--- src/rtl/binfir_pkg.sv ---
// Shared constants and the compile-time coefficient function for the
// two-lane binomial FIR. Assumes orders stay small (0..3).
package binfir_pkg;

    localparam int unsigned MAX_ORDER = 3;

    // Binomial coefficient n choose k, evaluated at elaboration only.
    function automatic int unsigned binom(input int unsigned n, input int unsigned k);
        int unsigned r;
        r = 1;
        for (int unsigned i = 0; i < k; i++) begin
            r = (r * (n - i)) / (i + 1);
        end
        return r;
    endfunction

endpackage

--- src/rtl/binfir_history.sv ---
// Sample history for the interleaved stream. It stores the DEPTH most
// recent samples, newest first (index 0 = last odd sample, index 1 = last
// even sample, and so on). It advances by two samples on each valid clock.
// Assumes DEPTH >= 1.
module binfir_history #(
    parameter int IN_W  = 8,
    parameter int DEPTH = 3
) (
    input  logic                        clk,
    input  logic                        rst_n,
    input  logic                        adv,
    input  logic [IN_W-1:0]             s_even,
    input  logic [IN_W-1:0]             s_odd,
    output logic [DEPTH-1:0][IN_W-1:0]  past
);

    // Newest slot: takes the odd sample of an accepted pair.
    always_ff @(posedge clk) begin
        if (!rst_n)   past[0] <= '0;
        else if (adv) past[0] <= s_odd;
    end

    genvar j;
    generate
        if (DEPTH > 1) begin : g_second
            // Second slot: takes the even sample of an accepted pair.
            always_ff @(posedge clk) begin
                if (!rst_n)   past[1] <= '0;
                else if (adv) past[1] <= s_even;
            end
        end
        for (j = 2; j < DEPTH; j++) begin : g_older
            // Older slots: shift by two samples per accepted pair.
            always_ff @(posedge clk) begin
                if (!rst_n)   past[j] <= '0;
                else if (adv) past[j] <= past[j-2];
            end
        end
    endgenerate

endmodule

--- src/rtl/binfir_tapsum.sv ---
// Weighted sum of ORDER+1 taps using binomial weights. Each weight is
// built from shifted copies of the tap, so no multiplier is inferred.
// taps[0] is the newest sample. The result is IN_W+ORDER bits wide and
// cannot overflow, because the weights sum to 2^ORDER.
module binfir_tapsum
    import binfir_pkg::*;
#(
    parameter int IN_W  = 8,
    parameter int ORDER = 3
) (
    input  logic [ORDER:0][IN_W-1:0]  taps,
    output logic [IN_W+ORDER-1:0]     sum
);

    localparam int OUT_W = IN_W + ORDER;

    // Shift-and-add accumulation over the constant weight bits.
    always_comb begin
        sum = '0;
        for (int i = 0; i <= ORDER; i++) begin
            for (int b = 0; b <= ORDER; b++) begin
                if (((binom(ORDER, i) >> b) & 1) != 0) begin
                    sum = sum + (OUT_W'(taps[i]) << b);
                end
            end
        end
    end

endmodule

--- src/rtl/duo_binomial_fir.sv ---
// Two-lane polyphase binomial FIR (1 + z^-1)^ORDER. Each clock takes an
// even/odd pair of consecutive samples and, when in_valid is high,
// registers two filtered samples one clock later. The odd lane uses the
// current even sample as its first delayed term; the even lane draws its
// delayed terms from the stored history. Assumes ORDER in 0..3, unsigned codes.
module duo_binomial_fir
    import binfir_pkg::*;
#(
    parameter int IN_W  = 8,
    parameter int ORDER = 3
) (
    input  logic                    clk,
    input  logic                    rst_n,
    input  logic                    in_valid,
    input  logic [IN_W-1:0]         in_even,
    input  logic [IN_W-1:0]         in_odd,
    output logic                    out_valid,
    output logic [IN_W+ORDER-1:0]   out_even,
    output logic [IN_W+ORDER-1:0]   out_odd
);

    localparam int OUT_W = IN_W + ORDER;
    localparam int WIN_N = ORDER + 2;

    logic [WIN_N-1:0][IN_W-1:0] win;
    logic [OUT_W-1:0]           sum_even;
    logic [OUT_W-1:0]           sum_odd;

    // Current pair forms the two newest window slots.
    always_comb begin
        win[0] = in_odd;
        win[1] = in_even;
    end

    generate
        if (ORDER > 0) begin : g_hist
            logic [ORDER-1:0][IN_W-1:0] past;

            binfir_history #(.IN_W(IN_W), .DEPTH(ORDER)) u_hist (
                .clk    (clk),
                .rst_n  (rst_n),
                .adv    (in_valid),
                .s_even (in_even),
                .s_odd  (in_odd),
                .past   (past)
            );

            // Stored samples fill the older window slots.
            always_comb begin
                for (int j = 0; j < ORDER; j++) begin
                    win[j+2] = past[j];
                end
            end
        end
    endgenerate

    binfir_tapsum #(.IN_W(IN_W), .ORDER(ORDER)) u_sum_odd (
        .taps (win[ORDER:0]),
        .sum  (sum_odd)
    );

    binfir_tapsum #(.IN_W(IN_W), .ORDER(ORDER)) u_sum_even (
        .taps (win[ORDER+1:1]),
        .sum  (sum_even)
    );

    // Output registers: load on valid, hold otherwise.
    always_ff @(posedge clk) begin
        if (!rst_n) begin
            out_even <= '0;
            out_odd  <= '0;
        end else if (in_valid) begin
            out_even <= sum_even;
            out_odd  <= sum_odd;
        end
    end

    // Valid strobe tracks the input strobe with one clock of latency.
    always_ff @(posedge clk) begin
        if (!rst_n) out_valid <= 1'b0;
        else        out_valid <= in_valid;
    end

endmodule

--- config.mk ---
export PLATFORM = sky130hd
export DESIGN_NAME = duo_binomial_fir
export DESIGN_NICKNAME = d
export VERILOG_FILES = /design/src/rtl/binfir_pkg.sv /design/src/rtl/binfir_history.sv /design/src/rtl/binfir_tapsum.sv /design/src/rtl/duo_binomial_fir.sv
export SDC_FILE = /design/constraint.sdc
export NUM_CORES = 1
export LEC_CHECK = 0
export BUFFER_PORTS_ARGS = -buffer_cell sky130_fd_sc_hd__clkbuf_2
export CORE_UTILIZATION = 30
export CTS_CLUSTER_DIAMETER = 120
export DETAILED_ROUTE_END_ITERATION = 7
export MAX_ROUTING_LAYER = met4
export PLACE_DENSITY = 0.6
export SETUP_SLACK_MARGIN = 0.3
export SLEW_MARGIN = 20
export SYNTH_ARGS = -nofsm -noshare
export SYNTH_HDL_FRONTEND = slang
export SYNTH_SLANG_ARGS = --single-unit
--- constraint.sdc ---
create_clock -name clk -period 4.2 [get_ports clk]
set_input_delay 0 -clock clk [delete_from_list [all_inputs] [get_ports clk]]
set_output_delay 0 -clock clk [all_outputs]
set_load 0.02 [all_outputs]
==> impl_results.md, run 1 <==
* Reg area at approximately 950 µm²
* Slew headroom at 33.2%
* Inserted Diodes at 0
* Root Buffer: clkbuf_16
* Outcome: complete, but fails checks
* P&R area growth vs syn at 37.6%
* Netlist cell types at 39
* Area of the multi-input gates at 0.00333 mm²
* Total gr overflow at 0
* Port Buf Inserts at 41
* Crit path capture type: flip-flop
* MaxCap Viol Count at 0
* Fillers at approximately 1300
* Row cnt at 42
* Fin. Hold Viols at 0
* CP max FO at 3
* FMAX at ~0.23 GHz
* Ports at 42
* Lkg Pwr at approximately 0.0026 µW
* Clk sinks at 47
* CTS tree: yes
* Mapped Area at slightly above 0.004 mm²
* Die ar. at between 0.01 and 0.015 mm²
* Die X at about 120 µm
* 1st-pass router iterations at 4
* Final Cycle Share at 103%
* Post-Route WL at between 9000 and 10000 µm
* Post-synthesis sequential area ratio at 22.8%
* Pin slew with the least headroom to its limit at roughly 1.0 ns
* Initial Utilization at between 30% and 40%
* Number of remaining DRC errors at 0
* Hold Slack at between 0.01 and 0.015 ns
* Failing checks: setup timing
* Cell accounting for the most synthesized area: fa_1
* Post-synth top area share at 23.3%
* Max-slew violations at 0
* Main flop type after synthesis: dfxtp_1
* Place WS at -0.222 ns
* Worst Skew at 0.00704 ns
* Post-layout min period at roughly 4.3 ns
* Largest net degree at the start of global routing at 48
* Syn nets at between 500 and 600
* Yosys warning total at 0
* Clk slew on worst S/H paths at 0.07 ns
* DR iter-0 viols at approximately 110
* WP data arrival at around 4.6 ns
* Vias/cell at ~4.7
* Fin nets at roughly 650
* Final ANT Viol Nets at 0
* Die Height at ~120 µm
* Post-Layout Cell Count at a little over 700
* RSZ-0062 raised after global routing: true
* Clock H-tree levels at 2
* Worst Slack Setup Final at -0.112 ns
* Peak supply drop at around 0.32 mV
* Core area at about 0.013 mm²
* Initial antenna violation count at 0
* Cts bufs inserted at 5
* Worst path required time at around 4.4 ns
* Power, Total at approximately 2800 µW
* Worst-skew pair later-pin latency at 0.30 ns
* Gr usage total at 15.1%
* Placed cells at slightly below 700
* Detailed placer's ending HPWL at roughly 7300 µm
* Wirelength per Cell at between 10 and 15 µm
* Setup Viol. Count Final at 4
* Syn_area_per_cell at approximately 9.4 µm²
* PwrDens at ~490 mW/mm²
* Post-synth ARST share at 0%
* Vias after detailed routing at 3355
* First-pass GRT wire length at 16600 µm
* WS Path Type: reg -> reg
* Clk buf depth at 2
* Mapped Cells at around 440
* Post-synth EDFFs at 0
* Synth area leaders: fa_1 (23%), dfxtp_1 (23%), ha_1 (12%)
* Worst min-delay path category: in -> reg
* Crit start category: flip-flop
* Ratio of cells with drive above 1 in the final layout at approximately a third
* Global placer's final weighted congestion at 0.780
* Vias in the first global route at about 3500
* Flop and latch count out of synthesis at 47
## cell families (layout without fill, tap and decap cells)
| kind of cell | Yosys count | count (layout) | synth area share (%) |
|---|---|---|---|
| AOI/OAI and AO/OA | 61 | 61 | 9.75 |
| DFF | 47 | 47 | 22.8 |
| buffers and inverters | 82 | 185 | 7.80 |
| xor gates and xnor gates | 15 | 15 | 3.19 |
| muxes | 35 | 35 | 8.50 |
| and+or+nand+nor | 111 | 111 | 12.5 |
| adders and majority gates | 88 | 88 | 35.5 |
## synth_stat cells, drive strengths merged (3+ instances only)
master and n:
inv 69, nor2 61, fa 48, dfxtp 47, ha 40, mux2i 35, o21ai 17, nand2 14
a211oi 10, buf 10, a21oi 8, xnor2 8, nor3 7, o211ai 7, xor2 7, nand3 6
nand3b 6, nand4 6, a21o 5, nor2b 4, a31oi 3, clkbuf 3, nor3b 3, o21bai 3
## final timing paths
path	to	startpoint	cells past startpoint	slack [ns]
worst max-delay path	out_even[9]$_SDFFE_PN0P_	g_hist.u_hist.past[0]$_SDFFE_PN0P_	18	-0.11
worst min-delay path	g_hist.u_hist.past[13]$_SDFFE_PN0P_	in_even[5]	3	0.01
worst max register to register	out_even[9]$_SDFFE_PN0P_	g_hist.u_hist.past[0]$_SDFFE_PN0P_	18	-0.11
worst min register to register	out_odd[8]$_SDFFE_PN0P_	out_odd[8]$_SDFFE_PN0P_	2	0.49
## through the flow
step,area [µm²],TNS [ns],util [%]
after global placement,4930,-0.286,37.1
after CTS,5350,-0.264,40.2
after floorplan,4220,0,-
after detailed placement,4930,-0.634,37.1
after global routing,5670,-1.29,42.7
final,5670,-0.349,42.7
## worst max-delay path: stages (launching register included)
cell     delay [ns]
dfxtp_4        0.36
ha_4           0.14
inv_2          0.04
fa_2           0.35
nor2b_1        0.12
o21a_1         0.16
o21a_4         0.17
buf_6          0.10
buf_6          0.09
nor2_4         0.03
fa_2           0.53
fa_1           0.44
fa_1           0.52
ha_4           0.32
o21ai_2        0.06
nor2_2         0.15
o21ai_1        0.11
or4b_1         0.46
nand3_1        0.09
## metal layers
metal  share of wire, %  up-vias  global-route usage (%)
li1                   -     1658                       -
met1                 44     1637                    18.5
met2                 52       49                    25.4
met3                3.0       11                    2.39
met4                1.4        0                    4.91
met5                  0        -                       -
## state kept, by name, indices dropped and copies added, names as in the netlist
signal              cells
g_hist.u_hist.past     24
out_even               11
out_odd                11
out_valid               1
## layout make-up
class	count	area share (%)
clock buffers	7	2.69
clock inverters	1	0.132
inverters	69	4.57
multi-input cells	310	58.7
flip-flops and latches	47	16.7
well taps	176	3.88
repair buffers	108	13.3
## timing repair
action                     in CTS  in global routing
pin swaps                      48                 63
gates resized for setup        34                 51
hold endpoints to repair        5                  0
buffers inserted                5                 10
hold buffers                    5                  0
setup endpoints to repair       8                 12
## placed cells by master (no fill, tap or decap), drive strengths merged
| master | Yosys | final |
|---|---|---|
| o21a | 2 | 2 |
| inv | 69 | 69 |
| ha | 40 | 40 |
| xor2 | 7 | 7 |
| clkbuf | 3 | 41 |
| nor2b | 4 | 4 |
| a21o | 5 | 5 |
| clkinvlp | 0 | 1 |
| fa | 48 | 48 |
| a21oi | 8 | 8 |
| buf | 10 | 69 |
| mux2i | 35 | 35 |
| nor3b | 3 | 3 |
| a2bb2oi | 1 | 1 |
| o21bai | 3 | 3 |
| nand3b | 6 | 6 |
| or4b | 2 | 2 |
| a31oi | 3 | 3 |
| a211oi | 10 | 10 |
| o211ai | 7 | 7 |
| nand2b | 1 | 1 |
| dlygate4sd3 | 0 | 5 |
| nand2 | 14 | 14 |
| o41ai | 2 | 2 |
| o221ai | 1 | 1 |
| nor4 | 1 | 1 |
| o31ai | 1 | 1 |
| nor2 | 61 | 61 |
| nand4 | 6 | 6 |
| nand3 | 6 | 6 |
| a211o | 1 | 1 |
| nor3 | 7 | 7 |
| dfxtp | 47 | 47 |
| xnor2 | 8 | 8 |
| o21ai | 17 | 17 |
## power breakdown
group          switching [µW]  leakage (µW)  total [µW]  internal [µW]
registers                46.6      0.000389         566            520
logic                     916       0.00217        1780            863
clock network             187     0.0000761         441            254
(Power assumes the default switching activity.)
==> run 2, diff against run 1 <==
--- a/config.mk
+++ b/config.mk
@@ -6,12 +6,12 @@
 export NUM_CORES = 1
 export LEC_CHECK = 0
 export BUFFER_PORTS_ARGS = -buffer_cell sky130_fd_sc_hd__clkbuf_2
-export CORE_UTILIZATION = 30
+export CORE_UTILIZATION = 54
 export CTS_CLUSTER_DIAMETER = 120
 export DETAILED_ROUTE_END_ITERATION = 7
 export MAX_ROUTING_LAYER = met4
-export PLACE_DENSITY = 0.6
-export SETUP_SLACK_MARGIN = 0.3
+export PLACE_DENSITY = 0.89
+export SETUP_SLACK_MARGIN = 0.02
 export SLEW_MARGIN = 20
 export SYNTH_ARGS = -nofsm -noshare
 export SYNTH_HDL_FRONTEND = slang
==> run 2 against run 1 <==
The run ends with hold timing, setup timing left. Non-clock buffer count shrank 18. Clock skew is essentially flat. Wire length grew 6.9%. Critical path depth grew 1. Clock power shrank 27%. Final area shrank 7.6%. Worst hold slack lost 0.016 ns. Clock-buffer cell count shrank 1. Sequential power is essentially flat. Combinational power is essentially flat. Largest cell class unchanged.
==> impl_results.md, run 2 (synthesis gave the netlist of run 1 again) <==
* Vias in the first global route at 3553 (+0.68%)
* Worst path bufs/invs at 3 (unchanged)
* MaxCap Viol Count at 0 (unchanged)
* Number of remaining DRC errors at 0 (unchanged)
* Slowest library cell on the worst path: fa_1
* Wirelength per Cell at 17.0 µm (+23%)
* Hold Slack at -0.00184 ns (-0.0156 ns)
* Worst path required time at 4.47 ns (+0.03 ns)
* WS Path Type: reg -> reg
* Worst flop-to-flop path startpoint: g_hist.u_hist.past[0]$_SDFFE_PN0P_
* Root Buffer: clkbuf_8
* Ratio of cells with drive above 1 in the final layout at 27.9% (-5.5 points)
* Worst Slack Setup Final at -0.191 ns (-0.0790 ns)
* Clock H-tree levels at 2 (unchanged)
* RSZ-0062 raised after global routing: true
* Vias after detailed routing at 3566 (+6.3%)
* Clk buf depth at 2 (unchanged)
* CTS tree: yes
* Global placer's final weighted congestion at 0.925 (+19%)
* Die Height at 89.4 µm (-25%)
* DR iter-0 viols at 182 (+61%)
* Detailed placer's ending HPWL at 7060 µm (-3.7%)
* Clk sinks at 47 (unchanged)
* Largest net degree at the start of global routing at 47 (-2.1%)
* PwrDens at 505 mW/mm² (+2.8%)
* Lkg Pwr at 0.00250 µW (-5.1%)
* Die ar. at 0.00799 mm² (-44%)
* Most common library cell in the layout ignoring fill and taps: inv_1
* Final Cycle Share at 105% (+1.9 points)
* Register-to-register setup slack at -0.19 ns (-0.08 ns)
* Worst-skew pair later-pin latency at 0.32 ns (+0.02 ns)
* Max reg flops at 24 (unchanged)
* Crit path max-delay family: adder cells
* 1st-pass router iterations at 4 (unchanged)
* Inserted Diodes at 0 (unchanged)
* Setup_tns at -0.465 ns (-0.115 ns)
* Gr usage total at 26.9% (+12 points)
* Crit path capture type: flip-flop
* Initial Utilization at 56.2% (+25 points)
* Die X at 89.4 µm (-25%)
* Post-layout min period at 4.39 ns (+0.0790 ns)
* Fin nets at 630 (-2.8%)
* Cts bufs inserted at 5 (unchanged)
* Clk slew on worst S/H paths at 0.10 ns (+0.03 ns)
* Peak supply drop at 0.458 mV (+43%)
* Row cnt at 31 (-26%)
* Initial antenna violation count at 0 (unchanged)
* Total gr overflow at 0 (unchanged)
* Max-slew violations at 0 (unchanged)
* Largest registers: g_hist.u_hist.past x24, out_even x11, out_odd x11
* Worst min-delay path category: in -> reg
* First-pass GRT wire length at 15800 µm (-4.6%)
* Fin. Hold Viols at 1 (+1)
* Crit path cell chain: ha_4 > inv_2 > fa_2 > nor2b_1 > o21a_1 > o21a_2 > o21ai_2 > a2bb2oi_2 > fa_2 > fa_1 > inv_2 > fa_1 > inv_2 > ha_4 > nor2_2 > o21ai_2 > o21ai_2 > or4b_1 > nand3_1
* R2r worst-path depth at 19 (+1)
* Vias/cell at 5.73 (+23%)
* Outcome: complete, but fails checks
* CP max stage delay at 0.50 ns (-0.03 ns)
* Port Buf Inserts at 41 (unchanged)
* Core area at 0.00733 mm² (-45%)
* Hold endpoint: g_hist.u_hist.past[15]$_SDFFE_PN0P_
* Failing checks: hold timing, setup timing
* Final ANT Viol Nets at 0 (unchanged)
* CP max FO at 3 (unchanged)
* Pin slew with the least headroom to its limit at 0.988 ns (-0.0147 ns)
* Hold path depth at 3 (unchanged)
* Worst Skew at 0.00724 ns (+0.000198 ns)
* R2R Path End: out_even[9]$_SDFFE_PN0P_
* FMAX at 0.228 GHz (-1.8%)
* Slew headroom at 34.2% (+0.98 points)
* Commonest non-fill, non-tap cells in the layout: inv_1 (63), nor2_1 (57), fa_1 (45)
* Ports at 42 (unchanged)
* HP Start: in_even[7]
* WP data arrival at 4.66 ns (+0.11 ns)
* P&R area growth vs syn at 27.1%
* Crit start category: flip-flop
* Post-Route WL at 10600 µm (+6.9%)
* Biggest register: g_hist.u_hist.past
* Setup Viol. Count Final at 4 (unchanged)
[run 2: changes by cell type in the layout (fill, tap and decap cells not counted), sizes merged]
cell and change:
buf -26, clkbuf +5, dlygate4sd3 +2
[run 2: cell type report]
cell class              instances  area, µm²
clock inverters                 1       7.51
multi-input cells             310       3200
well taps                      99        124
inverters                      69        259
clock buffers                   6       93.8
flip-flops and latches         47        948
fillers                       498       2090
repair buffers                 90        604
[run 2: worst reg2reg max path: stages, from the launching register on]
cell and delay, ns:
dfxtp_4 0.36, ha_4 0.15, inv_2 0.04, fa_2 0.40, nor2b_1 0.12, o21a_1 0.16
o21a_2 0.20, o21ai_2 0.08, a2bb2oi_2 0.18, fa_2 0.46, fa_1 0.50, inv_2 0.04
fa_1 0.49, inv_2 0.05, ha_4 0.27, nor2_2 0.05, o21ai_2 0.14, o21ai_2 0.08
or4b_1 0.47, nand3_1 0.08
[run 2: per-stage QoR]
step | setup slack [ns] | util (%) | total power [µW] | cell area [µm²] | instances
final | -0.191 | 71.5 | 2650 | 5240 | 622
after global routing | -0.320 | 71.5 | 2810 | 5240 | 622
after CTS | -0.146 | 68.0 | 2400 | 4980 | 620
after detailed placement | -0.208 | 64.4 | 1990 | 4720 | 604
after global placement | -0.0939 | 64.4 | 1910 | 4720 | 604
after floorplan | 0.00177 | - | 1530 | 4170 | 439
[run 2: layer usage]
layer / vias up / global-route usage [%] / part of all wire [%]
li1: 1620 / - / -
met1: 1742 / 29.9 / 38
met2: 149 / 46.6 / 53
met3: 55 / 4.34 / 4.6
met4: 0 / 13.9 / 5.0
met5: - / - / 0
[run 2: report_power, final]
group          internal (µW)  leakage [µW]  switching, µW  total [µW]
sequential               519      0.000389           46.4         566
combinational            786       0.00207            973        1760
clock                    150     0.0000484            172         322
[run 2: how the worst max path moves through the flow]
stage,cells past startpoint,to,startpoint
finish,19,out_even[9]$_SDFFE_PN0P_,g_hist.u_hist.past[0]$_SDFFE_PN0P_
CTS,19,out_even[9]$_SDFFE_PN0P_,g_hist.u_hist.past[0]$_SDFFE_PN0P_
floorplan,19,out_even[10]$_SDFFE_PN0P_,g_hist.u_hist.past[0]$_SDFFE_PN0P_
global route,19,out_even[9]$_SDFFE_PN0P_,g_hist.u_hist.past[1]$_SDFFE_PN0P_
global placement,19,out_even[10]$_SDFFE_PN0P_,g_hist.u_hist.past[0]$_SDFFE_PN0P_
detailed placement,18,out_odd[10]$_SDFFE_PN0P_,in_even[0]
[run 2: timing repair]
item	4_1_cts	5_1_grt
endpoints found under the setup margin	4	9
buffers inserted	2	5
resized for setup	17	39
pin swaps	23	43
endpoints found under the hold margin	7	0
hold buffers	7	0
==> run 3, diff against run 2 <==
--- a/config.mk
+++ b/config.mk
@@ -11,6 +11,7 @@
 export DETAILED_ROUTE_END_ITERATION = 7
 export MAX_ROUTING_LAYER = met4
 export PLACE_DENSITY = 0.89
+export RECOVER_POWER = 100
 export SETUP_SLACK_MARGIN = 0.02
 export SLEW_MARGIN = 20
 export SYNTH_ARGS = -nofsm -noshare
==> run 3 against run 2 <==
The flow still finishes with violations (hold timing, setup timing). Flip-flop and latch count did not move. Clock-buffer cell count did not move. Core utilization fell by 0.39 points. Clock power barely moved. Sequential power barely moved. Die area did not move. Sequential share of layout area rose by 0.10 points. Via count fell by 0.20%. Wire length rose by 0.75%. Power fell by 0.56%. Combinational power barely moved. Critical endpoint unchanged. Largest cell class unchanged.
==> impl_results.md, run 3 (synthesis gave the netlist of run 1 again) <==
* Clk sinks at 47 (unchanged)
* Fillers at 503 (+1.0%)
* Sw frac at 45.3% (+0.25 points)
* Slowest library cell on the worst path: fa_1
* Root Buffer: clkbuf_8
* Die Height at 89.4 µm (unchanged)
* Post-Layout Cell Count at 622 (unchanged)
* Cts bufs inserted at 5 (unchanged)
* Wirelength per Cell at 17.2 µm (+0.75%)
* CP max FO at 3 (unchanged)
* Core area at 0.00733 mm² (unchanged)
* Gate power share at 66.3% (-0.2 points)
* Worst Slack Setup Final at -0.197 ns (-0.00673 ns)
* Detailed placer's ending HPWL at 7060 µm (unchanged)
* Area of the multi-input gates at 0.00320 mm² (unchanged)
* Crit path max-delay family: adder cells
* Vias/cell at 5.72 (-0.20%)
* Vias in the first global route at 3553 (unchanged)
* Crit start category: flip-flop
* P&R area growth vs syn at 26.4%
* Fin. Hold Viols at 1 (unchanged)
* Biggest register: g_hist.u_hist.past
* Clk slew on worst S/H paths at 0.10 ns (about the same)
* Total gr overflow at 0 (unchanged)
* PwrDens at 505 mW/mm² (about the same)
* Ratio of cells with drive above 1 in the final layout at 23.5% (-4.4 points)
* Gr usage total at 26.9% (unchanged)
* Most common library cell in the layout ignoring fill and taps: inv_1
* Failing checks: hold timing, setup timing
* Inserted Diodes at 0 (unchanged)
* Row cnt at 31 (unchanged)
* Worst min-delay path category: in -> reg
* Number of remaining DRC errors at 0 (unchanged)
* Lkg Pwr at 0.00243 µW (-3.0%)
* Slew headroom at 33.5% (-0.71 points)
* Hold Slack at -0.00131 ns (+0.000523 ns)
* Initial antenna violation count at 0 (unchanged)
* Global placer's final weighted congestion at 0.925 (unchanged)
* Worst path required time at 4.47 ns (about the same)
* Pin slew with the least headroom to its limit at 0.998 ns (+0.0106 ns)
* Max reg flops at 24 (unchanged)
* Worst path most repeated cell: fa_1
* Peak supply drop at 0.457 mV (-0.17%)
* First-pass GRT wire length at 15800 µm (unchanged)
* Final ANT Viol Nets at 0 (unchanged)
* WP data arrival at 4.66 ns (about the same)
* CP max stage delay at 0.56 ns (+0.06 ns)
* Post-Route WL at 10700 µm (+0.75%)
* WL met1 at 4040 µm (+1.5%)
* Worst path bufs/invs at 2 (-1)
* Ports at 42 (unchanged)
* MaxCap Viol Count at 0 (unchanged)
* Die ar. at 0.00799 mm² (unchanged)
* Clock share of power at 12.2% (about the same)
* Initial Utilization at 56.2% (unchanged)
* WS Path Type: reg -> reg
* FMAX at 0.227 GHz (-0.15%)
* RSZ-0062 raised after global routing: true
* Largest net degree at the start of global routing at 47 (unchanged)
* Met3 WL post-DR at 502 µm (+2.2%)
* DR iter-0 viols at 170 (-6.6%)
* Largest registers: g_hist.u_hist.past x24, out_even x11, out_odd x11
* Max-slew violations at 0 (unchanged)
* DR WL met2 at 5620 µm (+0.68%)
* Clock H-tree levels at 2 (unchanged)
* Worst-skew pair later-pin latency at 0.32 ns (about the same)
* 1st-pass router iterations at 4 (unchanged)
* Crit path cell chain: ha_4 > a21oi_2 > o211ai_1 > nor4_1 > nor3_1 > xor2_1 > fa_1 > fa_1 > inv_1 > fa_1 > inv_2 > ha_4 > nand2_1 > o21ai_2 > o21ai_2 > or4b_1 > nand3_1
* Pint at 1440 µW (-1.0%)
* Switching pwr at 1190 µW (about the same)
* Clk buf depth at 2 (unchanged)
* Setup Viol. Count Final at 4 (unchanged)
* Worst Skew at 0.00753 ns (+0.000297 ns)
* Vias after detailed routing at 3559 (-0.20%)
* Commonest non-fill, non-tap cells in the layout: inv_1 (63), nor2_1 (57), fa_1 (45)
* Placed cells at 604 (unchanged)
* Crit path capture type: flip-flop
* Post-layout min period at 4.40 ns (+0.00673 ns)
* Reg area at 948 µm² (unchanged)
* Fin nets at 630 (unchanged)
* Outcome: complete, but fails checks
* Final Cycle Share at 105% (+0.16 points)
* Die X at 89.4 µm (unchanged)
* Port Buf Inserts at 41 (unchanged)
* Max layer used: met4
* Seq pwr share at 21.5% (about the same)
* CTS tree: yes
## run 3: final timing paths
path	start	endpoint	slack [ns]	depth (start not counted)
setup / recovery	g_hist.u_hist.past[1]$_SDFFE_PN0P_	out_even[9]$_SDFFE_PN0P_	-0.20	17
hold / removal	in_even[7]	g_hist.u_hist.past[15]$_SDFFE_PN0P_	-0.001	3
setup reg to reg	g_hist.u_hist.past[1]$_SDFFE_PN0P_	out_even[9]$_SDFFE_PN0P_	-0.20	17
hold reg to reg	out_even[4]$_SDFFE_PN0P_	out_even[4]$_SDFFE_PN0P_	0.50	2
## run 3: worst min-delay path: stages
cell	delay, ns
clkbuf_2	0.12
mux2i_1	0.08
nor2_1	0.08
## run 3: timing repair
action                                  4_1_cts  5_1_grt
endpoints found under the setup margin        4        9
resized for setup                            17       39
pin swaps                                    23       43
hold endpoints to repair                      7        0
buffers inserted                              2        5
hold buffers                                  7        0
## run 3: layout make-up
class | count | area share, %
clock buffers | 6 | 1.80
clock inverters | 1 | 0.144
inverters | 69 | 4.97
multi-input cells | 310 | 61.5
flip-flops and latches | 47 | 18.2
well taps | 99 | 2.38
repair buffers | 90 | 11.0
## run 3: power by group through the flow
stage                     Combinational [µW]  Clock, µW  Sequential [µW]
after floorplan                          884          0              647
after global placement                  1340          0              571
after detailed placement                1420          0              574
after CTS                               1520        319              565
after global routing                    1890        335              573
final                                   1740        322              565
## run 3: per-stage QoR
stage	utilization, %	area, µm²	setup TNS, ns	power (µW)	setup slack (ns)
floorplan	-	4170	0	1530	0.00177
global placement	64.4	4720	-0.210	1910	-0.0939
detailed placement	64.4	4720	-0.818	1990	-0.208
CTS	68.0	4980	-0.470	2400	-0.146
global route	71.1	5210	-1.17	2790	-0.320
finish	71.1	5210	-0.480	2630	-0.197
## run 3: metal layers
metal | vias up | global-route usage [%]
li1 | 1622 | -
met1 | 1745 | 29.9
met2 | 142 | 46.6
met3 | 50 | 4.34
met4 | 0 | 13.9
met5 | - | -
